`src/rtl/dwt97_pkg.sv`:
```
package dwt97_pkg;

    // Fixed-point format of every lifting and scaling constant (Q2.14)
    localparam int CF_W    = 16;
    localparam int CF_FRAC = 14;

    localparam logic signed [CF_W-1:0] C_ALPHA = -16'sd25987;
    localparam logic signed [CF_W-1:0] C_BETA  = -16'sd868;
    localparam logic signed [CF_W-1:0] C_GAMMA =  16'sd14466;
    localparam logic signed [CF_W-1:0] C_DELTA =  16'sd7266;
    localparam logic signed [CF_W-1:0] C_KSCL  =  16'sd18835;
    localparam logic signed [CF_W-1:0] C_INV_K =  16'sd14252;

    localparam int N_STEPS = 4;
    localparam logic signed [CF_W-1:0] LIFT_COEF [N_STEPS] =
        '{C_ALPHA, C_BETA, C_GAMMA, C_DELTA};

    typedef enum logic {PH_EVEN, PH_ODD} split_phase_e;
    typedef enum logic {STEP_PREDICT, STEP_UPDATE} step_kind_e;

    // Steps alternate: predict, update, predict, update
    function automatic step_kind_e kind_of(input int idx);
        return (idx % 2 == 0) ? STEP_PREDICT : STEP_UPDATE;
    endfunction

endpackage

```
`src/rtl/dwt97_split.sv`:
```
module dwt97_split
    import dwt97_pkg::*;
#(
    parameter int DW        = 16,
    parameter int W         = 20,
    parameter int ROW_PAIRS = 8
) (
    input  logic                clk,
    input  logic                rst,
    input  logic                in_vld,
    input  logic signed [DW-1:0] in_data,
    output logic                out_vld,
    output logic signed [W-1:0] out_even,
    output logic signed [W-1:0] out_odd,
    output logic                out_last
);
    localparam int CNT_W = (ROW_PAIRS > 1) ? $clog2(ROW_PAIRS) : 1;

    split_phase_e        phase;
    logic signed [W-1:0] even_q;
    logic [CNT_W-1:0]    pair_cnt;
    logic                row_end;

    assign row_end = (pair_cnt == CNT_W'(ROW_PAIRS - 1));

    always_ff @(posedge clk) begin
        if (rst) begin
            phase    <= PH_EVEN;
            pair_cnt <= '0;
            out_vld  <= 1'b0;
        end else begin
            out_vld <= 1'b0;
            if (in_vld) begin
                if (phase == PH_EVEN) begin
                    even_q <= W'(in_data);
                    phase  <= PH_ODD;
                end else begin
                    out_vld  <= 1'b1;
                    out_even <= even_q;
                    out_odd  <= W'(in_data);
                    out_last <= row_end;
                    pair_cnt <= row_end ? '0 : pair_cnt + 1'b1;
                    phase    <= PH_EVEN;
                end
            end
        end
    end

    // a pair is only formed on an edge that took a strobed sample
    a_r2_pair_needs_sample: assert property (@(posedge clk) disable iff (rst)
        out_vld |-> $past(in_vld));

endmodule

```
`src/rtl/dwt97_lift_step.sv`:
```
module dwt97_lift_step
    import dwt97_pkg::*;
#(
    parameter int                      W    = 20,
    parameter step_kind_e              KIND = STEP_PREDICT,
    parameter logic signed [CF_W-1:0]  COEF = '0
) (
    input  logic                clk,
    input  logic                rst,
    input  logic                in_vld,
    input  logic signed [W-1:0] in_even,
    input  logic signed [W-1:0] in_odd,
    input  logic                in_last,
    output logic                out_vld,
    output logic signed [W-1:0] out_even,
    output logic signed [W-1:0] out_odd,
    output logic                out_last
);
    localparam int PW = W + 1 + CF_W;

    generate
        if (KIND == STEP_PREDICT) begin : g_pred
            // Holds one item until its right-hand even neighbour is known
            logic                h_vld, h_last;
            logic signed [W-1:0] h_e, h_o, right, corr;
            logic signed [W:0]   sum;
            logic signed [PW-1:0] prod;
            logic                emit;

            always_comb begin
                emit  = h_vld && (in_vld || h_last);
                right = h_last ? h_e : in_even;
                sum   = (W+1)'(h_e) + (W+1)'(right);
                prod  = PW'(sum) * PW'(COEF);
                corr  = W'(prod >>> CF_FRAC);
            end

            always_ff @(posedge clk) begin
                if (rst) begin
                    h_vld   <= 1'b0;
                    h_last  <= 1'b0;
                    out_vld <= 1'b0;
                end else begin
                    out_vld <= emit;
                    if (emit) begin
                        out_odd  <= h_o + corr;
                        out_even <= h_e;
                        out_last <= h_last;
                    end
                    if (in_vld) begin
                        h_vld  <= 1'b1;
                        h_e    <= in_even;
                        h_o    <= in_odd;
                        h_last <= in_last;
                    end else if (emit) begin
                        h_vld <= 1'b0;
                    end
                end
            end

            // a held row-end item leaves on the very next edge
            a_r8_flush_emits: assert property (@(posedge clk) disable iff (rst)
                (h_vld && h_last) |=> (out_vld && out_last));

            // upstream never delivers a new item while a row end is pending
            a_r8_no_overlap: assert property (@(posedge clk) disable iff (rst)
                in_vld |-> !(h_vld && h_last));

            // an output needs a held item from the previous cycle
            a_r7_emit_needs_context: assert property (@(posedge clk) disable iff (rst)
                out_vld |-> $past(h_vld));

        end else begin : g_upd
            // Keeps the previous detail as left neighbour
            logic                first_q;
            logic signed [W-1:0] prev_d, left, corr;
            logic signed [W:0]   sum;
            logic signed [PW-1:0] prod;

            always_comb begin
                left = first_q ? in_odd : prev_d;
                sum  = (W+1)'(left) + (W+1)'(in_odd);
                prod = PW'(sum) * PW'(COEF);
                corr = W'(prod >>> CF_FRAC);
            end

            always_ff @(posedge clk) begin
                if (rst) begin
                    first_q <= 1'b1;
                    out_vld <= 1'b0;
                end else begin
                    out_vld <= in_vld;
                    if (in_vld) begin
                        out_even <= in_even + corr;
                        out_odd  <= in_odd;
                        out_last <= in_last;
                        prev_d   <= in_odd;
                        first_q  <= in_last;
                    end
                end
            end

            // a row-end result is never followed directly by another
            a_r10_row_end_gap: assert property (@(posedge clk) disable iff (rst)
                (out_vld && out_last) |=> !out_vld);
        end
    endgenerate

endmodule

```
`src/rtl/dwt97_scale.sv`:
```
module dwt97_scale
    import dwt97_pkg::*;
#(
    parameter int W = 20
) (
    input  logic                clk,
    input  logic                rst,
    input  logic                in_vld,
    input  logic signed [W-1:0] in_even,
    input  logic signed [W-1:0] in_odd,
    input  logic                in_last,
    output logic                out_vld,
    output logic signed [W-1:0] out_lo,
    output logic signed [W-1:0] out_hi
);
    localparam int PW = W + CF_W;

    logic signed [PW-1:0] p_lo, p_hi;

    always_comb begin
        p_lo = PW'(in_even) * PW'(C_INV_K);
        p_hi = PW'(in_odd)  * PW'(C_KSCL);
    end

    always_ff @(posedge clk) begin
        if (rst) begin
            out_vld <= 1'b0;
        end else begin
            out_vld <= in_vld;
            if (in_vld) begin
                out_lo <= W'(p_lo >>> CF_FRAC);
                out_hi <= W'(p_hi >>> CF_FRAC);
            end
        end
    end

    // positive scale factors keep the sign of each coefficient
    a_r6_lo_sign: assert property (@(posedge clk) disable iff (rst)
        in_vld |=> (out_lo[W-1] == $past(in_even[W-1])));
    a_r6_hi_sign: assert property (@(posedge clk) disable iff (rst)
        in_vld |=> (out_hi[W-1] == $past(in_odd[W-1])));

    // the last item of a row is never directly followed by another
    a_r8_last_then_idle: assert property (@(posedge clk) disable iff (rst)
        (in_vld && in_last) |=> !in_vld);

endmodule

```
`src/rtl/dwt97_lift_core.sv`:
```
module dwt97_lift_core
    import dwt97_pkg::*;
#(
    parameter int DATA_W    = 16,
    parameter int GUARD_W   = 4,
    parameter int ROW_PAIRS = 8
) (
    input  logic                             clk,
    input  logic                             rst,
    input  logic                             in_valid,
    input  logic signed [DATA_W-1:0]         in_sample,
    output logic                             lo_valid,
    output logic signed [DATA_W+GUARD_W-1:0] lo_coef,
    output logic                             hi_valid,
    output logic signed [DATA_W+GUARD_W-1:0] hi_coef
);
    localparam int W = DATA_W + GUARD_W;

    logic                st_vld  [N_STEPS+1];
    logic signed [W-1:0] st_even [N_STEPS+1];
    logic signed [W-1:0] st_odd  [N_STEPS+1];
    logic                st_last [N_STEPS+1];
    logic                sc_vld;

    dwt97_split #(.DW(DATA_W), .W(W), .ROW_PAIRS(ROW_PAIRS)) u_split (
        .clk      (clk),
        .rst      (rst),
        .in_vld   (in_valid),
        .in_data  (in_sample),
        .out_vld  (st_vld[0]),
        .out_even (st_even[0]),
        .out_odd  (st_odd[0]),
        .out_last (st_last[0])
    );

    generate
        for (genvar g = 0; g < N_STEPS; g++) begin : g_step
            dwt97_lift_step #(
                .W    (W),
                .KIND (kind_of(g)),
                .COEF (LIFT_COEF[g])
            ) u_step (
                .clk      (clk),
                .rst      (rst),
                .in_vld   (st_vld[g]),
                .in_even  (st_even[g]),
                .in_odd   (st_odd[g]),
                .in_last  (st_last[g]),
                .out_vld  (st_vld[g+1]),
                .out_even (st_even[g+1]),
                .out_odd  (st_odd[g+1]),
                .out_last (st_last[g+1])
            );
        end
    endgenerate

    dwt97_scale #(.W(W)) u_scale (
        .clk     (clk),
        .rst     (rst),
        .in_vld  (st_vld[N_STEPS]),
        .in_even (st_even[N_STEPS]),
        .in_odd  (st_odd[N_STEPS]),
        .in_last (st_last[N_STEPS]),
        .out_vld (sc_vld),
        .out_lo  (lo_coef),
        .out_hi  (hi_coef)
    );

    assign lo_valid = sc_vld;
    assign hi_valid = sc_vld;

endmodule

```
`config.mk`:
```
export PLATFORM = sky130hd
export DESIGN_NAME = dwt97_lift_core
export DESIGN_NICKNAME = d
export VERILOG_FILES = /design/src/rtl/dwt97_pkg.sv /design/src/rtl/dwt97_split.sv /design/src/rtl/dwt97_lift_step.sv /design/src/rtl/dwt97_scale.sv /design/src/rtl/dwt97_lift_core.sv
export SDC_FILE = /design/constraint.sdc
export NUM_CORES = 2
export LEC_CHECK = 0
export BUFFER_PORTS_ARGS = -buffer_cell sky130_fd_sc_hd__buf_2
export CORE_MARGIN = 5
export CORE_UTILIZATION = 61
export CTS_BUF_LIST = sky130_fd_sc_hd__clkbuf_2 sky130_fd_sc_hd__clkbuf_4 sky130_fd_sc_hd__clkbuf_8
export CTS_CLUSTER_DIAMETER = 80
export DETAILED_ROUTE_END_ITERATION = 8
export PLACE_DENSITY = 0.78
export SYNTH_ARGS = -nofsm -noshare
export SYNTH_HDL_FRONTEND = slang
export SYNTH_SLANG_ARGS = --single-unit
```
`constraint.sdc`:
```
create_clock -name clk -period 10 [get_ports clk]
set_input_delay 2 -clock clk [delete_from_list [all_inputs] [get_ports clk]]
set_output_delay 2 -clock clk [all_outputs]
set_load 0.01 [all_outputs]
```
## Word-level counts from Yosys, hierarchy flattened

Cells that the tools add are included.

- Flip-flop bits (word level): 336
- Input bits: 19
- Logic and storage cells: 82

- Add/sub/neg operators: 9
- $mul: 6
- Equality and inequality tests: 1
- Muxes and demuxes: 11
- Bitwise gates (word level): 3
- Reductions and logical operators: 17

Operators with widths:

| cell | number |
|---|---|
| $mux 20 | 4 |
| $add 20x20->21 | 3 |
| $add 20x20->20 | 2 |
| $mul 20x16->34 const B | 1 |
| $mul 21x16->34 const B | 1 |
| $mul 21x13->33 const B | 1 |
| $mul 21x14->33 const B | 1 |
| $mul 20x13->32 const B | 1 |
| $mul 21x9->30 const B | 1 |
| $add 16x20->21 | 1 |
| $add 16x20->20 | 1 |
| $add 16x18->19 | 1 |
| $reduce_and 2->1 | 8 |
| $mux 1 | 6 |
| $reduce_and 3->1 | 2 |
| $reduce_bool 2->1 | 2 |
| $add 3x1->3 const B | 1 |
| $eq 3x3->1 const B | 1 |
| $mux 3 | 1 |
| $not 1->1 | 3 |
| $logic_and 1x1->1 | 2 |
| $logic_or 1x1->1 | 2 |
| $reduce_or 2->1 | 1 |

## Depth between registers and ports, before layout

- Depth after elaboration: 4
- Mapped depth: 44

## Cells and area by module

From an unflattened synthesis, not the netlist that was laid out.

- Cells, all modules: 4616
- Area total of the unflattened synthesis: 47993.5 um^2

Modules (own cells, without submodules):

| module | instances | cells an instance | area an instance (um^2) | sequential area each (um^2) |
|---|---|---|---|---|
| dwt97_scale | 1 | 1289 | 12484.5 | 1221.2 |
| dwt97_lift_step at g_step[0].u_step | 1 | 1071 | 11453.5 | 2492.4 |
| dwt97_lift_step at g_step[2].u_step | 1 | 755 | 8219.1 | 2492.4 |
| dwt97_lift_step at g_step[3].u_step | 1 | 802 | 7574.8 | 1271.2 |
| dwt97_lift_step at g_step[1].u_step | 1 | 617 | 6481.2 | 1271.2 |
| dwt97_split | 1 | 81 | 1773.0 | 1571.5 |
| dwt97_lift_core | 1 | 1 | 7.5 | 0.0 |

## Worst setup path after synthesis

Ideal clock, no wire load.

- Path type: register to register
- From: register g_step[0].u_step.g_pred.h_last
- To: register g_step[0].u_step.out_odd[19], data pin
- Setup time: 268 ps
- Arrival time: 10147 ps
- Path slack: -414 ps
- Cell stages (with the launch flop): 44
- Buffers on the path: 1
- Clock period less this slack: 10414 ps
- Cells stage by stage: dfxtp_1 -> clkbuf_1 -> mux2_2 -> ha_1 -> fa_1 -> a21o_1 -> a21oi_1 -> o21bai_1 -> o311a_1 -> or3_1 -> a21oi_1 -> xnor2_1 -> inv_1 -> fa_1 -> inv_1 -> fa_1 -> inv_1 -> fa_1 -> (+8 left out) -> a21oi_1 -> o21ai_0 -> a21oi_1 -> nor2_1 -> o31ai_1 -> a21boi_0 -> o21a_1 -> nor2_1 -> xnor2_1 -> ha_1 -> or2_2 -> o31a_1 -> o211a_1 -> a311o_1 -> a21o_1 -> a21oi_1 -> o21ai_1 -> xnor3_1

- Longest elaborated chain between the ends: 4

RTL lines:

| what | line | text |
|---|---|---|
| start, declared | dwt97_lift_step.sv:24 | `logic h_vld, h_last;` |
| start signal, assigned | dwt97_lift_step.sv:54 | `h_last <= in_last;` |
| $mux 20 | dwt97_lift_step.sv:32 | `right = h_last ? h_e : in_even;` |
| $add 16x20->21 | dwt97_lift_step.sv:33 | `sum = (W+1)'(h_e) + (W+1)'(right);` |
| $mul 21x16->34 | dwt97_lift_step.sv:34 | `prod = PW'(sum) * PW'(COEF);` |
| $add 16x20->20 | dwt97_lift_step.sv:46 | `out_odd <= h_o + corr;` |
| end signal, assigned | dwt97_lift_step.sv:46 |  |
| end, declared | dwt97_lift_step.sv:16 | `output logic signed [W-1:0] out_odd,` |

No other way between the ends.
A chain may end at the register's enable or synchronous reset.

## Worst setup path in the final report

- From: register u_split.out_even[0]
- To: register g_step[0].u_step.out_odd[19], data pin

- Longest elaborated chain between the ends: 4

RTL lines:

| what | line | text |
|---|---|---|
| start, declared | dwt97_split.sv:13 | `output logic signed [W-1:0] out_even,` |
| start signal, assigned | dwt97_split.sv:39 | `out_even <= even_q;` |
| $mux 20 | dwt97_lift_step.sv:32 |  |
| $add 16x20->21 | dwt97_lift_step.sv:33 |  |
| $mul 21x16->34 | dwt97_lift_step.sv:34 |  |
| $add 16x20->20 | dwt97_lift_step.sv:46 |  |

No other way between the ends.

==> key figures <==
Route
  – 1st-iter DRT viols: ~1500
  – Drt first pass iters: 6
  – Via count: 29123
  – Final WL: 91300 um
  – Routed len/inst: 17.1 um
  – Residual DRC: 0
  – Routed vias/inst: 5.46
  – Antenna viol nets, final: 0

Die
  – Core ar.: about 73000 um2
  – Site row count: 99
  – DIE HEIGHT: 280 um
  – Die width: ~280 um
  – I/O pins: 61
  – Die area: about 78000 um2
  – Initial core utilization: 61.3%

Final layout
  – Fillers: 5530
  – Area of the multi-input gates: around 31000 um2
  – Layout net count: 5714
  – Register area: slightly below 10000 um2
  – Commonest non-fill, non-tap cell in the layout: inv_1
  – Layout area overhead: 8.82%
  – Layout cells sized above 1: 10.1%
  – Commonest non-fill, non-tap cells in the layout: inv_1, ha_1, fa_1

STA
  – Worst rel slew slack: 20.4%
  – Clock Skews: 29.8 ps
  – Max Slew Vio Count: 0
  – Final period utilization: 97.0%
  – Final hold vios: 0
  – Final count of negative-setup-slack endpoints: 0
  – Final setup margin: 297 ps
  – Final Critical Period: 9700 ps
  – Fmax: 0.103 GHz
  – Worst slew pin tran: 1190 ps
  – RSZ-0062 raised after global routing: yes
  – Fin Hold WS: 418 ps

Synthesis
  – Count of different cell masters after synthesis: 79
  – Synth Register Bits: 333
  – Seq/Total Area, Yosys: 22.1%
  – Async set-reset flop share out of synthesis: 0%
  – Post-synth EDFFs: 317
  – Mapped Cells: just over 4000
  – Post-synthesis cell area: 44500 um2
  – Syn Area/Cell: between 10 and 15 um2
  – Yosys warnings: 0
  – Ys flop type: edfxtp_1
  – Syn_nets: 5506

Global routing
  – Total GRT Usage: between 20% and 30%
  – Pin count of the biggest net entering global routing: 41
  – Vias in the first global route: 30520
  – First-pass GRT wire length: 152000 um
  – Final global-route overflow total: 0
  – Initial antenna violation count: 2

Critical path
  – CP Max Fanout: 4
  – Crit path launch type: flip-flop
  – Crit path top cell by count: fa_1
  – Required @ worst endpoint: roughly 10000 ps
  – Critical Path End Type: flip-flop
  – Critical-path top delay cell: fa_1
  – Worst Reg-to-Reg Cells: 42
  – Crit Path Class: flip-flop to flip-flop
  – Max stage delay on crit path: 610 ps
  – Crit path arrival time: just over 10000 ps

Placed design
  – Pre-CTS WS: -170 ps
  – Buffers on Ports: 60
  – Post-DP HPWL: 77600 um
  – Gpl congestion: 0.933

Job
  – Max-cap viol count: 0

Clocking
  – Total CTS buffers: 58
  – Worst-skew pair later-pin latency: between 600 and 700 ps
  – Hold_buf cts: 0
  – Sink Count: about 330
  – CTS tree: yes
  – Worst-path clk slew: 60 ps
  – CTS root buf: clkbuf_8
  – CTS Buffer Depth: 3
  – H-tree levels: 2

Hold path
  – Worst hold stages: 0
  – HP Class: flip-flop to flip-flop

Run status
  – Outcome: complete, no violations
==> worst max-delay path: cells and delay by family, from the launching register on <==
| kind | cells | cell delay (ps) |
|---|---|---|
| buffers and inverters | 6 | 620 |
| multiplexers | 1 | 300 |
| AO/OA/AOI/OAI | 18 | 3100 |
| XOR/XNOR | 4 | 600 |
| flip-flops | 1 | 410 |
| AND/OR/NAND/NOR | 4 | 800 |
| adder cells (fa/ha/maj) | 9 | 3590 |
==> path summary, 6_finish.rpt <==
path | from | endpoint | slack, ps
max reg2reg | u_split.out_even[0]$_DFFE_PP_ | g_step[0].u_step.out_odd[19]$_DFFE_PP_ | 300
min reg2reg | u_split.out_odd[8]$_DFFE_PP_ | g_step[0].u_step.g_pred.h_o[8]$_DFFE_PP_ | 420
min | u_split.out_odd[8]$_DFFE_PP_ | g_step[0].u_step.g_pred.h_o[8]$_DFFE_PP_ | 420
max | u_split.out_even[0]$_DFFE_PP_ | g_step[0].u_step.out_odd[19]$_DFFE_PP_ | 300
==> state kept, by name (all words and copies together) (netlist names), 3 cells and up <==
name and cells:
u_split.pair_cnt 3, g_step.u_step.out_vld 4, u_split.out_odd 16, u_split.even_q 16, g_step.u_step.out_even 74, g_step.u_step.out_last 3
u_split.out_even 16, u_scale.out_lo 20, g_step.u_step.g_pred.h_o 36, g_step.u_step.out_odd 80, u_scale.out_hi 20, g_step.u_step.g_pred.h_e 35
==> cell usage after synthesis (all sizes together) (20+ instances only) <==
library cell  instances  share of area (%)
xor2                 84                1.7
ha                  812                 23
nand2                80               0.68
nand2b               24               0.34
nand3                43               0.48
a21o                 64                1.1
fa                  552                 25
nor2                163                1.4
nor2b                43               0.60
a21oi               184                2.1
o21a                 46               0.78
o31ai                20               0.37
o21bai               33               0.56
nor3                 52               0.59
mux2                 77                1.9
o21ai               112                1.3
edfxtp              317                 21
xnor2               210                4.2
inv                 950                8.0
==> repair_timing <==
action | CTS | global route
buffers inserted | 0 | 15
pin swaps | 1 | 46
gates resized for setup | 8 | 63
endpoints found under the setup margin | 1 | 16
==> per-stage QoR <==
stage / cells / cell area (um2) / TNS, ps / util, %
6_report: 5337 / 48400 / 0 / 66.7
5_1_grt: 5337 / 48400 / -227 / 66.7
4_1_cts: 5321 / 48000 / 0 / 66.1
3_5_place_dp: 5215 / 46700 / -170 / 64.3
3_3_place_gp: 5215 / 46700 / 0 / 64.3
2_1_floorplan: 4123 / 44500 / 0 / -
==> routing by layer <==
layer	vias up	share of wire (%)	global-route usage (%)	wire, um
met1	14278	43	32.1	39500
met3	162	4.0	2.70	3620
met5	-	0.014	0	13
met4	2	3.6	7.82	3300
li1	14101	-	-	-
met2	580	49	41.1	44900
==> layout make-up <==
cell class / instances / area share [%]
clock buffer: 76 / 1.97
inverter: 950 / 7.37
timing repair buffer: 168 / 2.33
clock inverter: 30 / 0.615
multi-input combinational: 2820 / 64.9
sequential: 333 / 20.3
tap: 959 / 2.48
antenna: 1 / 0.00517
==> cells by family after synthesis <==
kind of cell / share of synthesized area, %
AO/OA/AOI/OAI: 8.55
XOR/XNOR: 5.96
adder cells (fa/ha/maj): 47.7
buffers and inverters: 8.20
flip-flops: 22.1
multiplexers: 2.06
AND/OR/NAND/NOR: 5.41
Power is not shown: default switching activity piles up to over one toggle a cycle in this logic, so the estimate is an artifact.
